### src/rtl/tick_watchdog.sv
module tick_watchdog #(
  parameter int          CLK_PER_TICK = 50_000_000,
  parameter int          PULSE_CYCLES = 16,
  parameter logic [7:0]  ARM_KEY      = 8'h5A
) (
  input  logic       clk,
  input  logic       rst_n,
  input  logic       wr_en,
  input  logic [1:0] wr_addr,
  input  logic [7:0] wr_data,
  input  logic [1:0] rd_addr,
  output logic [7:0] rd_data,
  output logic       wdt_rst_o
);
  localparam int PW = (CLK_PER_TICK > 1) ? $clog2(CLK_PER_TICK) : 1;
  localparam int QW = $clog2(PULSE_CYCLES + 1);
  localparam logic [PW-1:0] PRESC_LAST = PW'(CLK_PER_TICK - 1);

  logic [3:0]    reload_q, count_q;
  logic          armed_q;
  logic [PW-1:0] presc_q;
  logic [QW-1:0] pulse_q;

  wire wr_reload = wr_en && (wr_addr == 2'd0);
  wire wr_arm    = wr_en && (wr_addr == 2'd1);
  wire arm_ok    = wr_arm && (wr_data == ARM_KEY);
  wire kick      = wr_en && (wr_addr == 2'd2) && wr_data[0] && armed_q;
  wire restart   = arm_ok || kick;
  wire tick      = armed_q && (presc_q == PRESC_LAST);
  wire fire      = tick && !restart && !wr_arm && (count_q <= 4'd1);

  always_ff @(posedge clk) begin
    if (!rst_n) begin
      reload_q <= '0;
      armed_q  <= 1'b0;
      count_q  <= '0;
      presc_q  <= '0;
      pulse_q  <= '0;
    end else begin
      if (wr_reload) reload_q <= wr_data[3:0];

      if (wr_arm)    armed_q <= arm_ok;
      else if (fire) armed_q <= 1'b0;

      if (restart)                count_q <= reload_q;
      else if (tick && !wr_arm)   count_q <= fire ? 4'd0 : count_q - 4'd1;

      if (restart || !armed_q || tick) presc_q <= '0;
      else                             presc_q <= presc_q + 1'b1;

      if (fire)                pulse_q <= QW'(PULSE_CYCLES);
      else if (pulse_q != '0)  pulse_q <= pulse_q - 1'b1;
    end
  end

  assign wdt_rst_o = (pulse_q != '0);

  always_comb begin
    case (rd_addr)
      2'd0:    rd_data = {4'h0, reload_q};
      2'd3:    rd_data = {armed_q, 3'b000, count_q};
      default: rd_data = 8'h00;
    endcase
  end

  assert_disarmed_hold_R4: assert property (@(posedge clk) disable iff (!rst_n)
    (!armed_q && !arm_ok) |=> $stable(count_q));

  assert_no_count_rise_R5: assert property (@(posedge clk) disable iff (!rst_n)
    (armed_q && !wr_en) |=> (count_q <= $past(count_q)));

  assert_arm_load_R3: assert property (@(posedge clk) disable iff (!rst_n)
    arm_ok |=> (armed_q && count_q == $past(reload_q)));

  assert_kick_load_R7: assert property (@(posedge clk) disable iff (!rst_n)
    (kick && !wr_arm) |=> (armed_q && count_q == $past(reload_q)));

  assert_fire_disarm_R6: assert property (@(posedge clk) disable iff (!rst_n)
    $rose(wdt_rst_o) |-> !armed_q);
endmodule

### config.mk
export PLATFORM = sky130hd
export DESIGN_NAME = tick_watchdog
export DESIGN_NICKNAME = d
export VERILOG_FILES = /design/src/rtl/tick_watchdog.sv
export SDC_FILE = /design/constraint.sdc
export NUM_CORES = 1
export LEC_CHECK = 0
export ABC_AREA = 1
export BUFFER_PORTS_ARGS = -buffer_cell sky130_fd_sc_hd__buf_4
export CAP_MARGIN = 20
export CORE_MARGIN = 3
export CORE_UTILIZATION = 30
export DETAILED_ROUTE_END_ITERATION = 7
export GPL_TIMING_DRIVEN = 1
export PLACE_DENSITY = 0.55
export SKIP_CTS_REPAIR_TIMING = 1
export SYNTH_ARGS = -nofsm -noshare
export SYNTH_HDL_FRONTEND = slang
export SYNTH_SLANG_ARGS = --single-unit
### constraint.sdc
create_clock -name clk -period 2.5 [get_ports clk]
set_input_delay 0.25 -clock clk [delete_from_list [all_inputs] [get_ports clk]]
set_output_delay 0.25 -clock clk [all_outputs]
set_load 0.03 [all_outputs]
# Yosys cells after proc, flatten, opt, wreduce, memory -nomap -nowiden
# Index checks and enable logic that the tools add are counted.
dict set report totals {
  regBits 40
  in_bits 15
  out_inout_bits 9
  elab_cells 49
}
dict set report op_classes {
  add_sub_neg 3
  magnitude_cmp 1
  eq_ne 5
  muxes 8
  bitwise_logic 1
  reduce_logical 25
}
# op count
set ops {}
lappend ops {{$add 26x1->26 const B} 1}
lappend ops {{$eq 26x26->1 const B} 1}
lappend ops {{$pmux 8 s2} 1}
lappend ops {{$mux 4} 3}
lappend ops {{$logic_and 1x1->1} 11}
lappend ops {{$mux 5} 2}
lappend ops {{$eq 8x7->1 const B} 1}
lappend ops {{$reduce_bool 2->1} 3}
lappend ops {{$reduce_bool 5->1} 1}
lappend ops {{$sub 5x1->5 const B} 1}
lappend ops {{$eq 2x2->1 const B} 2}
lappend ops {{$le 4x1->1 const B} 1}
lappend ops {{$logic_not 2->1} 2}
lappend ops {{$reduce_or 2->1} 2}
lappend ops {{$sub 4x1->4 const B} 1}
lappend ops {{$logic_not 1->1} 3}
lappend ops {{$logic_or 1x1->1} 3}
lappend ops {{$eq 2x1->1 const B} 1}
lappend ops {{$mux 1} 2}
lappend ops {{$not 1->1} 1}

# Logic depth before layout (Yosys ltp)
dict set report logic_depth {
  word_depth 12
  depth_mapped 11
  depth_no_buf 11
}

# Least setup slack after synthesis
# OpenSTA, ideal clock, no wires.
dict set report synth_timing {
  kind {register to register}
  start {register count_q[0]}
  end {register count_q[1]}
  setup_time_ps 64
  arrival_time_ps 1469
  t_required_ps 2436
  slack_ps 967
  path_stages_with_launch 9
  path_buffers 0
  synth_period_minus_slack_ps 1533
  cell_sequence {dfxtp_1 -> inv_1 -> ha_1 -> o21ai_0 -> inv_1 -> or2_2 -> nor2_1 -> nor2_1 -> nor2_1}
}
dict set report synth_via {
  elab_chain_cells 5
  elab_cells_between_ends 6
  classes_between {1 x add/sub; 1 x order compare; 3 x mux; 1 x reduce/logical}
}
# element line_no
set synth_lines {}
lappend synth_lines {{from (decl)} 19} ;# logic [3:0] reload_q, count_q;
lappend synth_lines {{from (signal assigned)} 45} ;# if (restart) count_q <= reload_q;
lappend synth_lines {{from (signal assigned)} 46} ;# else if (tick && !wr_arm) count_q <= fire ? 4'd0 : count_q - 4'd1;
lappend synth_lines {{$le 4x1->1} 30} ;# wire fire = tick && !restart && !wr_arm && (count_q <= 4'd1);
lappend synth_lines {{$logic_and 1x1->1} 30}
lappend synth_lines {{$mux 4 * (2 in a row)} 46}
lappend synth_lines {{$mux 4 *} 45}
# Every way passes the cells marked *; elsewhere a longest branch is shown, timed or not. The select of a mux whose other input is x is not followed.
# A chain may end at the register's enable or synchronous reset.

# Final worst setup path
# Same ends and word-level chain as after synthesis.

==> impl_metrics.csv <==
group,metric,value,unit
critical_path,crit_type,"flip-flop to flip-flop",
timing,rsz0062_at_grt,"false",
grt,grt_antenna_before_repair,0,
route,routed_wire_length_per_instance,9.86,um
route,detail_route.vias_per_cell,4.31,
critical_path,reg2reg_slack,820,ps
pwr,p_int,1.05,mW
min_path,classification_of_the_worst_slack_hold_path,"input port to flip-flop",
die,die-width,95.8,um
pwr,p_sw_share,30.6,%
pwr,max-vdd-ir-drop,0.000192,V
critical_path,required_time_worst_endpoint,2730,ps
pwr,power.static_leakage,1.11,nW
final_layout,filler_instances,853,
critical_path,timing.critical_path.to_type,"flip-flop",
timing,period_needed,1680,ps
route,antenna_left,0,
final_layout,multi_input_comb_area,1380,um^2
synthesis,yosysTopAreaCellShare,33.1,%
placement,placed_cells,466,
route,drt-total-wl,4.67,mm
cts,clock-root-buffer,"clkbuf_8",
outcome,status,"finished clean",
synthesis,netlist_top_cells_count,"76 x nand2_1, 56 x nor2_1, 46 x inv_1",
die,die_y,95.8,um
synthesis,synth_seq_cells,40,
synthesis,yosysSeqAreaShare,33.1,%
final_layout,post_route_core_utilization,35.4,%
synthesis,synthesis.area,2420,um^2
pwr,seqPwrFrac,46.9,%
critical_path,start_kind,"flip-flop",
timing,hold_viol_final,0,
synthesis,post-synth-top-area-cell,"dfxtp_1",
synthesis,netlist_top_cells_area,"dfxtp_1 33%, nand2_1 12%, nor2_1 8.7%, inv_1 7.1%, nand3_1 4.6%",
timing,report.final.slew_viol_count,0,
timing,fmax,0.595,GHz
timing,layout_worst_path_cycle_share,67.2,%
route,drc,0,
cts,clock_pin_slew_on_the_worst_setup_and_hold_paths,80,ps
die,core_area,7770,um^2
critical_path,critical_path_arrival,1910,ps
cts,insertion_delay,290,ps
timing,setup_tns,0,ps
cts,numCtsBuffers,5,
pwr,power.density_cell_area,550,nW/um^2
final_layout,antenna_cells,0,
cts,tritoncts,"done",
cts,clk_path_buf_depth,2,
synthesis,yosysUniqueCellTypes,35,
final_layout,register_area,801,um^2
route,route.vias.total,2045,
route,first_pass_iters,4,
grt,grt_overflow,0,
synthesis,synthesis.area_per_instance,6.95,um^2
die,design.die.area,9180,um^2
cts,cts_max_level,2,
synthesis,asyncSetResetFlopFracSynth,0,%
pwr,part_of_the_total_power_dissipated_in_the_clock_network,30.0,%
timing,report.final.setup_viol,0,
die,core.rowCount,32,
synthesis,syn-instance-count,348,
grt,vias_in_the_first_global_route,1956,
pwr,p_comb_share,23.1,%
final_layout,drive_gt1_share,19.4,%
placement,io_buffers,20,
synthesis,synth_enable_flop_cells,0,
grt,gr-usage-all-layers,11.4,%
grt,pin_count_of_the_biggest_net_entering_global_routing,21,
cts,clkSinkCount,40,
job,timing.max_cap.violations,0,
final_layout,layoutNonFillerInstCount,474,
grt,grt_first_pass_wirelength,8.38,mm
placement,dp_hpwl,3.70,mm
critical_path,crit_fanout,5,
pwr,p_sw,0.462,mW
timing,fin_worst_hold_slack,194,ps
die,io_pins,24,
synthesis,yosysWarnings,0,
route,drt_iter0_markers,38,
pwr,power,1.51,mW
final_layout,final_net_count,393,
placement,globalplace.congestion,0.788,
final_layout,syn2layout_area_growth,13.5,%
synthesis,synthMostInstantiatedCell,"nand2_1",
die,initial_utilization,31.2,%
synthesis,postSynth.topFlopCell,"dfxtp_1",
timing,worst_clock_skew,5.20,ps
final timing paths:
check | start | end | cells after the start
max | count_q[0] | count_q[1] | 8
min | wr_data[1] | reload_q[1] | 3
max reg2reg | count_q[0] | count_q[1] | 8
min reg2reg | presc_q[0] | presc_q[0] | 1
worst max-delay path, cell delays in order, from the launching register on:
cell	delay (ps)
dfxtp_1	400
inv_1	80
ha_1	220
o21ai_0	330
inv_1	100
or2_2	280
nor2_1	100
nor2_1	50
nor2_1	70
cells by family after synthesis:
kind of cell | Yosys count | share of synthesized area, %
AND/OR/NAND/NOR | 206 | 42.0
buffers and inverters | 57 | 10.1
flip-flops | 40 | 33.1
AO/OA/AOI/OAI | 18 | 4.14
XOR/XNOR | 18 | 6.51
adder cells (fa/ha/maj) | 7 | 3.62
other | 1 | 0.155
multiplexers | 1 | 0.414
power groups by stage:
stage               clock (mW)  combinational, mW  sequential, mW
floorplan                    0              0.271           0.717
global placement             0              0.345           0.724
detailed placement           0              0.355           0.723
CTS                      0.474              0.356           0.709
global route             0.501              0.400           0.715
finish                   0.453              0.349           0.709
stage by stage:
step / setup WS, ps / instance area, um^2
floorplan: 967 / 2430
global placement: 883 / 2660
detailed placement: 841 / 2660
CTS: 813 / 2750
global route: 645 / 2750
finish: 819 / 2750
state kept, by name, summed over array words and instances, names as in the netlist:
name      count
armed_q       1
count_q       4
presc_q      26
pulse_q       5
reload_q      4
cell type report:
class / instances / area share (%)
tap: 102 / 4.65
clock buffer: 8 / 3.28
timing repair buffer: 20 / 5.47
sequential: 40 / 29.2
inverter: 51 / 7.11
multi-input combinational: 253 / 50.3
metal layers:
layer / vias to the layer above / track usage, % / wire length, um
met5: - / 0 / 0
met4: 0 / 4.98 / 87
met3: 7 / 1.49 / 111
met2: 25 / 18.9 / 2170
met1: 902 / 14.7 / 2310
li1: 1111 / - / -
cell usage in the layout (no fill, tap or decap), drive strengths merged:
cell type and instances:
o21ai 8, buf 20, nor2 80, dfxtp 40, xor2 12, o21bai 1
and2 1, conb 3, ha 7, nor3b 1, inv 50, nor3 6
nand4 6, nand3b 2, clkbuf 8, mux2i 1, clkinv 1, a21oi 9
xnor2 6, nand3 26, nand2 81, or2 3
Power figures use the tool's default switching activity.
